File: src/rtl/uart_router_pkg.sv
package uart_router_pkg;

  localparam int CTRL_W = 6;
  localparam int BIT_RX_CLR = 0;
  localparam int BIT_TX_CLR = 1;
  localparam int BIT_RX_EN  = 2;
  localparam int BIT_RX_DIS = 3;
  localparam int BIT_TX_EN  = 4;
  localparam int BIT_TX_DIS = 5;

  // Path bits of the full register reset value 0x128 (bits 5:2 -> 4'b1010)
  localparam logic [3:0] PATH_RESET = 4'b1010;

  typedef enum logic [1:0] {
    MODE_NORMAL = 2'd0,
    MODE_ECHO   = 2'd1,
    MODE_LOCAL  = 2'd2,
    MODE_REMOTE = 2'd3
  } chan_mode_e;

  typedef struct packed {
    logic rxPush;
    logic rxFromHost;
    logic txPush;
    logic txFromHost;
    logic overrun;
    logic rxClear;
    logic txClear;
  } route_strobe_t;

endpackage

File: src/rtl/uart_router_ctrl.sv
module uart_router_ctrl
  import uart_router_pkg::*;
#(
  parameter int RX_DEPTH = 64,
  parameter int TX_DEPTH = 64,
  localparam int RXC_W = $clog2(RX_DEPTH + 1),
  localparam int TXC_W = $clog2(TX_DEPTH + 1),
  localparam int MAXD  = (RX_DEPTH > TX_DEPTH) ? RX_DEPTH : TX_DEPTH,
  localparam int RDY_W = $clog2(MAXD + 1)
) (
  input  logic                clk,
  input  logic                rstN,
  input  logic                ctrlWrEn,
  input  logic [CTRL_W-1:0]   ctrlWrData,
  input  logic [1:0]          chanMode,
  input  logic                hostWrEn,
  input  logic                lineRxEn,
  input  logic [RXC_W-1:0]    rxCount,
  input  logic [TXC_W-1:0]    txCount,
  output route_strobe_t       strobe,
  output logic                rxPathOn,
  output logic                txPathOn,
  output logic [RDY_W-1:0]    readyCount
);

  // stored path bits: [0] rx en, [1] rx dis, [2] tx en, [3] tx dis
  logic [3:0] pathQ;
  chan_mode_e mode;
  logic lineToRx, lineToTx, hostToRx, hostToTx;
  logic rxReq, txReq, rxFull, txFull;

  always_ff @(posedge clk) begin
    if (!rstN) begin
      pathQ <= PATH_RESET;
    end else if (ctrlWrEn) begin
      pathQ <= ctrlWrData[BIT_TX_DIS:BIT_RX_EN];
    end
  end

  assign rxPathOn = pathQ[0] & ~pathQ[1];
  assign txPathOn = pathQ[2] & ~pathQ[3];

  assign mode     = chan_mode_e'(chanMode);
  assign lineToRx = (mode == MODE_NORMAL) || (mode == MODE_ECHO);
  assign lineToTx = (mode == MODE_ECHO)   || (mode == MODE_REMOTE);
  assign hostToTx = (mode == MODE_NORMAL);
  assign hostToRx = (mode == MODE_LOCAL);

  assign rxReq  = (lineRxEn & lineToRx) | (hostWrEn & hostToRx);
  assign txReq  = (lineRxEn & lineToTx) | (hostWrEn & hostToTx);
  assign rxFull = rxCount >= RXC_W'(RX_DEPTH);
  assign txFull = txCount >= TXC_W'(TX_DEPTH);

  always_comb begin
    strobe            = '0;
    strobe.rxFromHost = hostToRx;
    strobe.txFromHost = hostToTx;
    strobe.rxPush     = rxReq & rxPathOn & ~rxFull;
    strobe.txPush     = txReq & txPathOn & ~txFull;
    strobe.overrun    = (rxReq & rxPathOn & rxFull) | (txReq & txPathOn & txFull);
    strobe.rxClear    = ctrlWrEn & ctrlWrData[BIT_RX_CLR];
    strobe.txClear    = ctrlWrEn & ctrlWrData[BIT_TX_CLR];
  end

  logic [RDY_W-1:0] rxFree, txFree, cap;
  always_comb begin
    rxFree = RDY_W'(RX_DEPTH) - RDY_W'(rxCount);
    txFree = RDY_W'(TX_DEPTH) - RDY_W'(txCount);
    cap    = RDY_W'(MAXD);
    if (lineToRx && (rxFree < cap)) cap = rxFree;
    if (lineToTx && (txFree < cap)) cap = txFree;
  end
  assign readyCount = cap;

endmodule

File: src/rtl/uart_router_dp.sv
module uart_router_dp
  import uart_router_pkg::*;
#(
  parameter int DATA_W = 8
) (
  input  logic              clk,
  input  logic              rstN,
  input  route_strobe_t     strobe,
  input  logic [DATA_W-1:0] hostWrData,
  input  logic [DATA_W-1:0] lineRxData,
  output logic              rxPush,
  output logic [DATA_W-1:0] rxPushData,
  output logic              txPush,
  output logic [DATA_W-1:0] txPushData,
  output logic              rxClear,
  output logic              txClear,
  output logic              overrunEvt
);

  always_ff @(posedge clk) begin
    if (!rstN) begin
      rxPush     <= 1'b0;
      txPush     <= 1'b0;
      rxClear    <= 1'b0;
      txClear    <= 1'b0;
      overrunEvt <= 1'b0;
      rxPushData <= '0;
      txPushData <= '0;
    end else begin
      rxPush     <= strobe.rxPush;
      txPush     <= strobe.txPush;
      rxClear    <= strobe.rxClear;
      txClear    <= strobe.txClear;
      overrunEvt <= strobe.overrun;
      if (strobe.rxPush) rxPushData <= strobe.rxFromHost ? hostWrData : lineRxData;
      if (strobe.txPush) txPushData <= strobe.txFromHost ? hostWrData : lineRxData;
    end
  end

endmodule

File: src/rtl/uart_chan_router.sv
module uart_chan_router
  import uart_router_pkg::*;
#(
  parameter int DATA_W   = 8,
  parameter int RX_DEPTH = 64,
  parameter int TX_DEPTH = 64,
  localparam int RXC_W = $clog2(RX_DEPTH + 1),
  localparam int TXC_W = $clog2(TX_DEPTH + 1),
  localparam int MAXD  = (RX_DEPTH > TX_DEPTH) ? RX_DEPTH : TX_DEPTH,
  localparam int RDY_W = $clog2(MAXD + 1)
) (
  input  logic              clk,
  input  logic              rstN,
  input  logic              ctrlWrEn,
  input  logic [5:0]        ctrlWrData,
  input  logic [1:0]        chanMode,
  input  logic              hostWrEn,
  input  logic [DATA_W-1:0] hostWrData,
  input  logic              lineRxEn,
  input  logic [DATA_W-1:0] lineRxData,
  input  logic [RXC_W-1:0]  rxCount,
  input  logic [TXC_W-1:0]  txCount,
  output logic              rxPush,
  output logic [DATA_W-1:0] rxPushData,
  output logic              txPush,
  output logic [DATA_W-1:0] txPushData,
  output logic              rxClear,
  output logic              txClear,
  output logic              overrunEvt,
  output logic              rxPathOn,
  output logic              txPathOn,
  output logic [RDY_W-1:0]  readyCount
);

  route_strobe_t strobe;

  uart_router_ctrl #(
    .RX_DEPTH(RX_DEPTH),
    .TX_DEPTH(TX_DEPTH)
  ) ctrl_i (
    .clk(clk), .rstN(rstN),
    .ctrlWrEn(ctrlWrEn), .ctrlWrData(ctrlWrData),
    .chanMode(chanMode), .hostWrEn(hostWrEn), .lineRxEn(lineRxEn),
    .rxCount(rxCount), .txCount(txCount),
    .strobe(strobe), .rxPathOn(rxPathOn), .txPathOn(txPathOn),
    .readyCount(readyCount)
  );

  uart_router_dp #(
    .DATA_W(DATA_W)
  ) dp_i (
    .clk(clk), .rstN(rstN), .strobe(strobe),
    .hostWrData(hostWrData), .lineRxData(lineRxData),
    .rxPush(rxPush), .rxPushData(rxPushData),
    .txPush(txPush), .txPushData(txPushData),
    .rxClear(rxClear), .txClear(txClear), .overrunEvt(overrunEvt)
  );

endmodule

File: config.mk
export PLATFORM = sky130hd
export DESIGN_NAME = uart_chan_router
export DESIGN_NICKNAME = d
export VERILOG_FILES = /design/src/rtl/uart_router_pkg.sv /design/src/rtl/uart_router_ctrl.sv /design/src/rtl/uart_router_dp.sv /design/src/rtl/uart_chan_router.sv
export SDC_FILE = /design/constraint.sdc
export NUM_CORES = 1
export LEC_CHECK = 0
export ABC_AREA = 1
export BUFFER_PORTS_ARGS = -buffer_cell sky130_fd_sc_hd__clkbuf_2
export CORE_ASPECT_RATIO = 1.4
export CORE_UTILIZATION = 45
export DETAILED_ROUTE_END_ITERATION = 7
export PLACE_DENSITY_LB_ADDON = 0.15
export SETUP_SLACK_MARGIN = 0.1
export SLEW_MARGIN = 10
export SYNTH_ARGS = -nofsm -noshare
export SYNTH_HDL_FRONTEND = slang
export SYNTH_SLANG_ARGS = --single-unit
File: constraint.sdc
create_clock -name clk -period 3.3 [get_ports clk]
set_clock_uncertainty 0.15 [all_clocks]
set_input_delay 0.33 -clock clk [delete_from_list [all_inputs] [get_ports clk]]
set_output_delay 0.33 -clock clk [all_outputs]
set_load 0.01 [all_outputs]
==> results.txt <==
Synthesis produced 229 cells. CTS saw 25 sinks. The tools report the initial core utilization as 0.4844. The logs give 0 for the number of antenna violations at the first check in global routing and 0.2109 mW for the net switching power of the design. The detailed router finished its first iteration with 36 violations. A synthesized cell averages 7.278 um^2.

Setup violations remaining at the end of the flow were counted as 0. The tools report the sequential group share of total power as 0.449. At the end of routability-driven placement, the weighted congestion stood at 0.8463.

In the layout the commonest cells are sky130_fd_sc_hd__clkbuf_2, sky130_fd_sc_hd__nand2_1, sky130_fd_sc_hd__nand3_1. The layout-stage area growth over the synthesis result was 33.71%; the final antenna-violating net count was 0. In the final routed layout, each cell accounts on average for 12.10 um. The chip height was 74.01 um. Dividing total power by cell area gives a power density of 310.6 nW/um^2. The run gives 0 as the final-report max-slew violation count. From left edge to right edge, the die measures 53.44 um.

In this run the count of I/O pins placed on the die edge is 73. The clock network fraction of design power was 0.261; the total non-filler cell area in the finished layout was 2228 um^2. Clock-pin slew was measured on the worst setup and hold paths at 90 ps.

Synthesis produced a netlist with a net count of 280. Of all cell types, the one taking the most synthesized area is sky130_fd_sc_hd__dfxtp_1. The post-route clock period utilization is 0.9240. In the final timing run, aggregate negative setup slack is 0 ps. Global routing finished with a remaining overflow of 0. The tools report the final net count as 362.

Combinational power share: 0.290. The worst-case reg-to-reg path depth works out to 6. STA classifies the critical path endpoint as a primary output. For the worst setup path, the data required time is 2820 ps. Entering global routing, the biggest net connects 17 pins. Counting distinct cell types in the post-synthesis netlist gives 31. The standard cell area after detailed placement was 2056 um^2; the number of buffers added on ports was 72. Max capacitance violation total: 0.

For this block, the routed nets add up to 4235 um of wire. VDD sags by at most 302.0 uV. Before antenna repair, the detailed router went through 4 iterations. The die covers 3954 um^2.

For the worst setup path, the data arrival time is 2570 ps. The critical path start-end classification was in -> out. For the count of inserted antenna diode cells, the log shows 0.

H-tree depth reported by CTS: 1. TritonCTS built the clock tree. The via count of the first global-routing pass is 1,566. The tools report the fraction of the yosys area taken by sequential cells as 0.3003.

By area the synthesized netlist is led by sky130_fd_sc_hd__dfxtp_1, sky130_fd_sc_hd__nand2_1, sky130_fd_sc_hd__nand3_1. The total vias in the final route is 1,775, and the placeable core area is 3441 um^2. For this run, design rule violations remaining after detail routing come to 0.

Slew at the pin with the worst max-slew slack: 413.3 ps. Along the worst path, the maximum fanout reaches 8. The overall global routing resource usage came out at 0.2207. STA classifies the critical path startpoint as a primary input. Setup repair after global routing left no endpoint under its margin. The internal power contribution is 0.4812 mW. Maximum frequency from static timing analysis: 328.0 MHz.

The type of the most critical hold path was in -> reg. Worst-skew pair later-pin latency: 270 ps. The fraction of final layout cells with drive strength greater than 1 was 0.4226. The proportion of total power due to net switching is 0.3047. The per-cell via count in the routed design is 5.071. The worst hold path was traced through 3 stages. The worst path in the final design needs a cycle of 3049 ps, including I/O delays and setup.

The cts-stage hold buffer count is 0. The first global-routing pass estimated 6479 um of wire. The leakage power is 1.109 nW, and the portion of synthesized cell area occupied by the leading cell type is 0.3003. The maximum count of clock buffers along a single path is 2. The synthesized netlist occupies a cell area of 1667 um^2. Cell at the root of the clock tree: sky130_fd_sc_hd__clkbuf_8. Commonest non-fill, non-tap cell in the layout: sky130_fd_sc_hd__clkbuf_2. The run gives 0 as the number of hold violations in the final report. The flow ran to the end, and the final reports show no timing, DRC or antenna violations. The post-synthesis sequential element count was 25.

During synthesis, Yosys emitted a total of 0 warnings. Remaining max-slew budget at the tightest pin: 0.7242. The TritonCTS buffer count came out at 3. The wire-length estimate of the detail-placed layout is 3362 um.

In this run the core area contains 25 standard-cell rows.
-- timing repair --
item | 4_1_cts | 5_1_grt
endpoints found under the hold margin | 0 | 0
setup endpoints to repair | 0 | 7
gates resized for setup | 0 | 19
buffers inserted | 0 | 8
-- registers in the layout, summed over array words and instances (netlist names) --
name and count:
dp_i.txPush 1, ctrl_i.pathQ 4, dp_i.txClear 1, dp_i.rxPushData 8, dp_i.txPushData 8, dp_i.rxPush 1
dp_i.rxClear 1, dp_i.overrunEvt 1
-- per-stage QoR --
stage	total power, mW	setup WS [ps]	std cells	hold slack [ps]	utilization
final	0.6920	250.9	350	106.6	0.6476
after global routing	0.7302	43.93	350	108.7	0.6476
after CTS	0.6788	155.6	342	103.7	0.6116
after detailed placement	0.4973	162.9	338	302.1	0.5975
after global placement	0.4945	243.1	338	291.8	0.5975
after floorplan	0.4283	550.7	229	279.6	-
-- worst max-delay path, cell delays in order --
cell and delay [ps]:
sky130_fd_sc_hd__clkbuf_2 110, sky130_fd_sc_hd__inv_2 70, sky130_fd_sc_hd__ha_1 180, sky130_fd_sc_hd__nand3_1 110, sky130_fd_sc_hd__a21oi_2 190, sky130_fd_sc_hd__nand2_2 130, sky130_fd_sc_hd__nor2_1 170, sky130_fd_sc_hd__inv_1 70
sky130_fd_sc_hd__ha_1 300, sky130_fd_sc_hd__nand2_2 80, sky130_fd_sc_hd__nor2_2 50, sky130_fd_sc_hd__a2111oi_4 280, sky130_fd_sc_hd__buf_6 180, sky130_fd_sc_hd__nand2_4 80, sky130_fd_sc_hd__nand2_1 80, sky130_fd_sc_hd__nand2_1 50
sky130_fd_sc_hd__clkbuf_2 120
-- power groups by stage --
| stage | Combinational, mW | Clock (mW) | Sequential (mW) |
|---|---|---|---|
| after floorplan | 0.110 | 0 | 0.318 |
| after global placement | 0.177 | 0 | 0.317 |
| after detailed placement | 0.180 | 0 | 0.317 |
| after CTS | 0.181 | 0.188 | 0.310 |
| after global routing | 0.223 | 0.196 | 0.311 |
| final | 0.201 | 0.181 | 0.310 |
-- Yosys cell counts (all sizes together) --
library cell / n
buf: 4
nor3: 4
clkbuf: 1
nand2: 53
a21oi: 15
nor2: 19
o31ai: 1
a2111oi: 1
a31oi: 8
mux2: 8
ha: 8
inv: 28
nand3: 33
dfxtp: 25
a21boi: 1
xor2: 4
nand4: 2
o21ai: 11
xnor2: 3
-- layout make-up --
class	count	area, um^2
Fill cell	333	1212
Multi-Input combinational cell	171	1082
Sequential cell	25	500.5
Timing Repair Buffer	82	439.2
Inverter	28	107.6
Tap cell	40	50.05
Clock buffer	3	41.29
Clock inverter	1	7.507
-- routing by layer --
layer	up-vias	GRT usage	part of all wire
li1	926	-	-
met1	783	0.2311	0.41
met2	58	0.4278	0.53
met3	8	0.02658	0.047
met4	0	0.08480	0.018
met5	-	0	0
-- path summary, 6_finish.rpt --
kind	start	end	slack (ps)
worst max register to register	ctrl_i.pathQ[2]$_SDFFE_PN0P_	dp_i.txPushData[1]$_SDFFE_PN0P_	1820
worst max-delay path	rxCount[0]	readyCount[4]	250
worst min register to register	ctrl_i.pathQ[2]$_SDFFE_PN0P_	ctrl_i.pathQ[2]$_SDFFE_PN0P_	320
worst min-delay path	ctrlWrData[1]	dp_i.txClear$_SDFF_PN0_	110
-- kinds of logic (layout without fill, tap and decap cells) --
logic type,count (synthesis),count (layout),share of synthesized area
xor gates and xnor gates,7,7,0.03679
AOI/OAI and AO/OA,37,37,0.1494
and+or+nand+nor,111,111,0.3146
muxes,8,8,0.05406
buffers and inverters,33,114,0.08483
adders and majority gates,8,8,0.06006
DFF,25,25,0.3003
Power figures use the tool's default switching activity.
